===== config.mk =====
export PLATFORM = sky130hd
export DESIGN_NAME = sdram_boot_seq
export DESIGN_NICKNAME = d
export VERILOG_FILES = /design/src/rtl/sdram_boot_pkg.sv /design/src/rtl/sdram_boot_timer.sv /design/src/rtl/sdram_boot_refcnt.sv /design/src/rtl/sdram_boot_cmdreg.sv /design/src/rtl/sdram_boot_seq.sv
export SDC_FILE = /design/constraint.sdc
export NUM_CORES = 1
export LEC_CHECK = 0
export CORE_ASPECT_RATIO = 1.5
export CORE_MARGIN = 2
export CORE_UTILIZATION = 25
export CTS_CLUSTER_SIZE = 25
export DETAILED_ROUTE_END_ITERATION = 7
export SYNTH_ARGS = -nofsm -noshare
export SYNTH_HDL_FRONTEND = slang
export SYNTH_SLANG_ARGS = --single-unit

===== constraint.sdc =====
create_clock -name clk -period 2.35 [get_ports clk]
set_input_delay 0.47 -clock clk [delete_from_list [all_inputs] [get_ports clk]]
set_output_delay 0.47 -clock clk [all_outputs]
set_load 0.02 [all_outputs]

===== src/rtl/sdram_boot_pkg.sv =====
package sdram_boot_pkg;

    // Command code on {cs_n, ras_n, cas_n, we_n}
    typedef enum logic [3:0] {
        CMD_MRS = 4'b0000,
        CMD_REF = 4'b0001,
        CMD_PRE = 4'b0010,
        CMD_NOP = 4'b0111
    } cmd_t;

    // Next action the sequencer will take when its wait expires
    typedef enum logic [2:0] {
        PH_PRE,
        PH_REF,
        PH_MRS,
        PH_EMRS,
        PH_FIN,
        PH_DONE
    } phase_t;

    localparam logic [1:0] BA_STD = 2'b00;
    localparam logic [1:0] BA_EXT = 2'b10;
    localparam int PRE_ALL_BIT = 10;

    function automatic int ceil_div(input int num, input int den);
        return (num + den - 1) / den;
    endfunction

    function automatic int max2(input int a, input int b);
        return (a > b) ? a : b;
    endfunction

endpackage


===== src/rtl/sdram_boot_timer.sv =====
module sdram_boot_timer #(
    parameter int W       = 8,
    parameter int RST_VAL = 0
) (
    input  logic         clk,
    input  logic         rst,
    input  logic         load,
    input  logic [W-1:0] load_val,
    output logic         expired
);

    logic [W-1:0] cnt;

    always_ff @(posedge clk) begin
        if (rst) begin
            cnt <= W'(RST_VAL);
        end else if (load) begin
            cnt <= load_val;
        end else if (cnt != '0) begin
            cnt <= cnt - 1'b1;
        end
    end

    assign expired = (cnt == '0);

    // a new gap is only started once the previous one has run out
    a_r2_load_after_expiry: assert property (@(posedge clk) disable iff (rst)
        load |-> (cnt == '0));

endmodule


===== src/rtl/sdram_boot_refcnt.sv =====
module sdram_boot_refcnt #(
    parameter int N = 2
) (
    input  logic clk,
    input  logic rst,
    input  logic step,
    output logic last
);

    localparam int W = $clog2(N + 1);

    logic [W-1:0] cnt;

    always_ff @(posedge clk) begin
        if (rst) begin
            cnt <= '0;
        end else if (step && (cnt != W'(N))) begin
            cnt <= cnt + 1'b1;
        end
    end

    assign last = (cnt == W'(N - 1));

    // never more refreshes than configured
    a_r4_refresh_bound: assert property (@(posedge clk) disable iff (rst)
        cnt <= W'(N));

endmodule


===== src/rtl/sdram_boot_cmdreg.sv =====
module sdram_boot_cmdreg
    import sdram_boot_pkg::*;
#(
    parameter int ROW_W = 13,
    parameter int BA_W  = 2
) (
    input  logic             clk,
    input  logic             rst,
    input  logic             issue,
    input  cmd_t             cmd,
    input  logic [BA_W-1:0]  ba,
    input  logic [ROW_W-1:0] addr,
    output logic             cke_o,
    output logic             cs_n_o,
    output logic             ras_n_o,
    output logic             cas_n_o,
    output logic             we_n_o,
    output logic [BA_W-1:0]  ba_o,
    output logic [ROW_W-1:0] addr_o
);

    always_ff @(posedge clk) begin
        cke_o <= 1'b1;
        if (rst || !issue) begin
            {cs_n_o, ras_n_o, cas_n_o, we_n_o} <= CMD_NOP;
            ba_o   <= '0;
            addr_o <= '0;
        end else begin
            {cs_n_o, ras_n_o, cas_n_o, we_n_o} <= cmd;
            ba_o   <= ba;
            addr_o <= addr;
        end
    end

endmodule


===== src/rtl/sdram_boot_seq.sv =====
module sdram_boot_seq
    import sdram_boot_pkg::*;
#(
    parameter int ROW_W         = 13,
    parameter int BA_W          = 2,
    parameter int CLK_PS        = 7500,
    parameter int T_PWRUP_PS    = 200_000_000,
    parameter int T_RP_PS       = 19_000,
    parameter int T_RC_PS       = 64_000,
    parameter int T_MRD_CLK     = 2,
    parameter int REFRESH_COUNT = 2
) (
    input  logic             clk,
    input  logic             rst,
    input  logic [ROW_W-1:0] cfg_mode_word,
    input  logic [ROW_W-1:0] cfg_ext_word,
    input  logic             cfg_ext_en,
    input  logic             upd_req,
    input  logic [ROW_W-1:0] upd_ext_word,
    output logic             sd_cke,
    output logic             sd_cs_n,
    output logic             sd_ras_n,
    output logic             sd_cas_n,
    output logic             sd_we_n,
    output logic [BA_W-1:0]  sd_ba,
    output logic [ROW_W-1:0] sd_addr,
    output logic             init_done
);

    localparam int PWR_CLK = max2(1, ceil_div(T_PWRUP_PS, CLK_PS));
    localparam int RP_CLK  = max2(1, ceil_div(T_RP_PS, CLK_PS));
    localparam int RC_CLK  = max2(1, ceil_div(T_RC_PS, CLK_PS));
    localparam int MRD_CLK = max2(2, T_MRD_CLK);
    localparam int REF_N   = max2(2, REFRESH_COUNT);
    localparam int MAX_GAP = max2(max2(PWR_CLK, RC_CLK), max2(RP_CLK, MRD_CLK));
    localparam int CNT_W   = $clog2(MAX_GAP + 1);

    localparam logic [CNT_W-1:0] RP_LD  = CNT_W'(RP_CLK - 1);
    localparam logic [CNT_W-1:0] RC_LD  = CNT_W'(RC_CLK - 1);
    localparam logic [CNT_W-1:0] MRD_LD = CNT_W'(MRD_CLK - 1);
    localparam logic [ROW_W-1:0] PRE_ADDR = ROW_W'(1) << PRE_ALL_BIT;

    // Configuration captured while reset is held
    logic [ROW_W-1:0] mode_q;
    logic [ROW_W-1:0] ext_q;
    logic             ext_en_q;

    always_ff @(posedge clk) begin
        if (rst) begin
            mode_q   <= cfg_mode_word;
            ext_q    <= cfg_ext_word;
            ext_en_q <= cfg_ext_en;
        end
    end

    phase_t           ph, ph_n;
    logic             done_q, done_n;
    logic             gap_over;
    logic             tmr_load;
    logic [CNT_W-1:0] tmr_val;
    logic             ref_step;
    logic             ref_last;
    logic             issue;
    cmd_t             cmd;
    logic [BA_W-1:0]  cmd_ba;
    logic [ROW_W-1:0] cmd_addr;

    sdram_boot_timer #(
        .W       (CNT_W),
        .RST_VAL (PWR_CLK - 1)
    ) u_timer (
        .clk      (clk),
        .rst      (rst),
        .load     (tmr_load),
        .load_val (tmr_val),
        .expired  (gap_over)
    );

    sdram_boot_refcnt #(
        .N (REF_N)
    ) u_refcnt (
        .clk  (clk),
        .rst  (rst),
        .step (ref_step),
        .last (ref_last)
    );

    always_comb begin
        ph_n     = ph;
        done_n   = done_q;
        issue    = 1'b0;
        cmd      = CMD_NOP;
        cmd_ba   = '0;
        cmd_addr = '0;
        tmr_load = 1'b0;
        tmr_val  = '0;
        ref_step = 1'b0;
        if (ph == PH_DONE) begin
            if (done_q && upd_req) begin
                issue    = 1'b1;
                cmd      = CMD_MRS;
                cmd_ba   = BA_W'(BA_EXT);
                cmd_addr = upd_ext_word;
                tmr_load = 1'b1;
                tmr_val  = MRD_LD;
                done_n   = 1'b0;
                ph_n     = PH_FIN;
            end
        end else if (gap_over) begin
            unique case (ph)
                PH_PRE: begin
                    issue    = 1'b1;
                    cmd      = CMD_PRE;
                    cmd_addr = PRE_ADDR;
                    tmr_load = 1'b1;
                    tmr_val  = RP_LD;
                    ph_n     = PH_REF;
                end
                PH_REF: begin
                    issue    = 1'b1;
                    cmd      = CMD_REF;
                    tmr_load = 1'b1;
                    tmr_val  = RC_LD;
                    ref_step = 1'b1;
                    ph_n     = ref_last ? PH_MRS : PH_REF;
                end
                PH_MRS: begin
                    issue    = 1'b1;
                    cmd      = CMD_MRS;
                    cmd_ba   = BA_W'(BA_STD);
                    cmd_addr = mode_q;
                    tmr_load = 1'b1;
                    tmr_val  = MRD_LD;
                    ph_n     = ext_en_q ? PH_EMRS : PH_FIN;
                end
                PH_EMRS: begin
                    issue    = 1'b1;
                    cmd      = CMD_MRS;
                    cmd_ba   = BA_W'(BA_EXT);
                    cmd_addr = ext_q;
                    tmr_load = 1'b1;
                    tmr_val  = MRD_LD;
                    ph_n     = PH_FIN;
                end
                PH_FIN: begin
                    done_n = 1'b1;
                    ph_n   = PH_DONE;
                end
                default: ph_n = PH_DONE;
            endcase
        end
    end

    always_ff @(posedge clk) begin
        if (rst) begin
            ph     <= PH_PRE;
            done_q <= 1'b0;
        end else begin
            ph     <= ph_n;
            done_q <= done_n;
        end
    end

    sdram_boot_cmdreg #(
        .ROW_W (ROW_W),
        .BA_W  (BA_W)
    ) u_cmdreg (
        .clk     (clk),
        .rst     (rst),
        .issue   (issue),
        .cmd     (cmd),
        .ba      (cmd_ba),
        .addr    (cmd_addr),
        .cke_o   (sd_cke),
        .cs_n_o  (sd_cs_n),
        .ras_n_o (sd_ras_n),
        .cas_n_o (sd_cas_n),
        .we_n_o  (sd_we_n),
        .ba_o    (sd_ba),
        .addr_o  (sd_addr)
    );

    assign init_done = done_q;

    // reset forces an idle bus and clears ready
    a_r1_reset_idle: assert property (@(posedge clk)
        rst |=> (sd_cke && ({sd_cs_n, sd_ras_n, sd_cas_n, sd_we_n} == CMD_NOP) && !init_done));

    // a precharge on the bus always closes all banks
    a_r3_pre_all: assert property (@(posedge clk) disable iff (rst)
        ({sd_cs_n, sd_ras_n, sd_cas_n, sd_we_n} == CMD_PRE) |-> sd_addr[PRE_ALL_BIT]);

    // ready stays up unless an update is requested
    a_r7_ready_holds: assert property (@(posedge clk) disable iff (rst)
        (init_done && !upd_req) |=> init_done);

    // an accepted update puts an extended write on the bus and drops ready
    a_r9_update_write: assert property (@(posedge clk) disable iff (rst)
        (init_done && upd_req) |=> (({sd_cs_n, sd_ras_n, sd_cas_n, sd_we_n} == CMD_MRS)
                                    && (sd_ba == BA_W'(BA_EXT)) && !init_done));

endmodule


==> impl_metrics.toml <==
[sta]
layout_min_cycle_time_ns = 2.07
worst_slew_pin_slew_ns = 0.532
finalSetupViolCount = 0
fin_tns_setup_ns = 0
hold_ws_ns = 0.468
hold_viol_final = 0
drv_slew = 0
period_share_pct = 88.2
finalWorstSetupSlack_ns = 0.277
skew_ns = 0.00437
timing.fmax_mhz = 482
rsz0062_at_grt = "no"
slew_headroom_pct = 64.2

[final_layout]
fin_util_pct = 35.2
diodes = 0
drive_gt1_share_pct = 15.1
final_cells = 472
nets = 367
area_growth_pct = 36.5
final_cell_mix = "59 x clkdlybuf4s50_1, 38 x dfxtp_1, 27 x a21oi_1, 27 x edfxtp_1, 18 x nand3_1"
final_common_cell = "clkdlybuf4s50_1"

[synthesis]
async_flop_share_pct = 0
syn_area_mm2 = 0.00287
yosysWarningCount = 0
synthAdderAreaFrac_pct = 1.74
synth_edf_count = 27
synth_top_family_by_area = "simple AND/OR/NAND/NOR gates"
yosys.area_share.xor_xnor_pct = 0.611
synth-compound-area-share_pct = 13.1
yosysSeqAreaShare_pct = 54.8
synth_seq_cells = 65
synth_top_flop_cell = "dfxtp_1"
synth_simple_gate_area_share_pct = 19.3
muxShareOfSynthArea_pct = 5.41
avgSynthCellArea_um2 = 11.1
synthDistinctLibCells = 57
synth_cells = 258

[worst_setup_path]
r2r_setup_slack_ns = 0.28
path_buf_inv = 2
cp-startpoint = "u_timer.cnt[0]"
crit_required_ns = 2.57
path_cells = "inv_1, ha_1, nor4b_4, and4_1, buf_4, a311oi_1, a31o_2"
end_kind = "register"
arrival_ns = 2.29
critical_path.max_fanout = 16
worst_r2r_endpoint = "u_refcnt.cnt[0]"
cp_slowest_cell = "nor4b_4"
crit_end = "u_refcnt.cnt[0]"
path_class = "reg -> reg"
rr_worst_depth = 7
reg2reg_from = "u_timer.cnt[0]"
max_stage_delay_ns = 0.37
cp-start-kind = "register"
worst-path-stages = 7
crit_family = "simple AND/OR/NAND/NOR gates"

[clocking]
cts_tree = "built"
clockBufferDepth = 2
ctsHoldBuffers = 0
htreeDepth = 3
post_cts_buffers = 0
clk_pin_slew_ns = 0.05
cts-root-buf = "clkbuf_16"
clock-sinks = 65
clk_latency_ns = 0.32
cts-buffers-inserted = 9
cts_resized = 0

[drt]
drt_drc_violations_left = 0
vias = 2207
drt-total-wl_um = 6560
final_antenna_net_count = 0
drtIter0Drc = 92
vias_per_cell = 4.68
wl_per_cell_um = 13.9
drt_pass1_iterations = 4

[place]
gp_congestion = 0.788
dp_hpwl_um = 4810
dp_cells = 456
pre_cts_ws_ns = 0.300
portBuffers = 60

[die]
num_io_pins = 64
die_w_um = 91.5
die_area_mm2 = 0.0124
initial_utilization_pct = 25.8
core_mm2 = 0.0111
fp.dieH_um = 135
num_rows = 47

[power]
p_switching_mw = 0.539
power.share.sequential_pct = 45.7
switching_share_pct = 19.7
p_leak_nw = 1.33
combPwrFrac_pct = 5.8
irDropWorstVdd_mv = 0.493
internal_power_mw = 2.19
power_frac_clock_pct = 48.5
pwr_density_cell_mw_per_mm2 = 697

[global_route]
grt_pass1_wl_um = 10600
grt_pass1_vias = 2252
antenna_found_initial = 0
grt_start_max_net_pins = 29
grt.overflow.total = 0
grt_use_total_pct = 10.9

[run]
cap_viol_max_count = 0

[hold_path]
hold_path.class = "in -> reg"

[outcome]
status = "finished, final reports clean"
## how the worst min path moves through the flow
stage	start	to	slack, ns	depth (start not counted)
finish	rst	u_timer.cnt[0]	0.47	2
global route	rst	u_timer.cnt[0]	0.48	2
CTS	rst	u_timer.cnt[0]	0.46	2
detailed placement	ph[0]	u_cmdreg.cas_n_o	0.51	1
global placement	u_timer.cnt[11]	u_timer.cnt[11]	0.51	2
floorplan	u_timer.cnt[7]	u_timer.cnt[7]	0.48	2
## area by class of cell
class | count | area, um2
flip-flops and latches | 65 | 1570
fillers | 1094 | 7200
clock inverters | 1 | 5.00
inverters | 8 | 30.0
multi-input cells | 167 | 1160
well taps | 147 | 184
clock buffers | 15 | 300
repair buffers | 69 | 663
## registers in the layout, indices dropped and copies added (netlist names)
signal / flops
u_timer.cnt: 15
mode_q: 13
u_cmdreg.addr_o: 13
ext_en_q: 1
u_cmdreg.ba_o: 1
ph: 3
init_done: 1
u_cmdreg.we_n_o: 1
u_cmdreg.ras_n_o: 1
u_refcnt.cnt: 2
u_cmdreg.cas_n_o: 1
ext_q: 13
## routing by layer
metal / vias up / wire length (um) / part of all wire (%) / track usage, %
met5: - / 0 / 0 / 0
met4: 0 / 153 / 2.3 / 5.05
met3: 12 / 317 / 4.8 / 3.67
met2: 75 / 3480 / 53 / 19.4
met1: 1034 / 2620 / 40 / 11.4
li1: 1086 / - / - / -
## power groups by stage
stage                     sequential (mW)  combinational, mW  clock, mW
final                                1.25              0.157       1.33
after global routing                 1.25              0.172       1.40
after CTS                            1.25              0.160       1.36
after detailed placement             1.27              0.159          0
after global placement               1.27              0.157          0
after floorplan                      1.26             0.0701          0
## stage by stage
step | power [mW] | cell area [um2]
finish | 2.73 | 3920
global route | 2.82 | 3920
CTS | 2.76 | 3920
detailed placement | 1.43 | 3610
global placement | 1.43 | 3610
floorplan | 1.33 | 2870
## cell usage after synthesis (all sizes together) (3+ instances only)
cell type	n	area share (%)
edfxtp	27	28
nor4	4	2.1
o21ai	6	1.0
mux2	12	4.7
o211ai	3	1.1
o41ai	3	0.92
nand4	8	2.0
clkbuf	9	1.2
buf	10	2.6
ha	4	1.7
nor2	12	1.7
nand2	16	2.1
or4	4	1.2
nor3	4	0.70
nor2b	5	1.1
nand3	18	3.1
inv	8	1.0
a21oi	27	4.7
or3	4	0.87
a31oi	4	0.87
dfxtp	38	27
## logic make-up (layout without fill, tap and decap cells)
group           Yosys count  after routing
mux                      14             14
buf+inv                  27             93
compound gates           55             55
simple gates             89             89
xor+xnor                  2              2
flops                    65             65
other cells               2              3
fa+ha+maj                 4              4
## worst reg2reg max path, stage by stage (launching register included)
cell and delay (ns):
dfxtp_1 0.33, inv_1 0.13, ha_1 0.21, nor4b_4 0.37
and4_1 0.35, buf_4 0.25, a311oi_1 0.12, a31o_2 0.22
(Power assumes the default switching activity.)
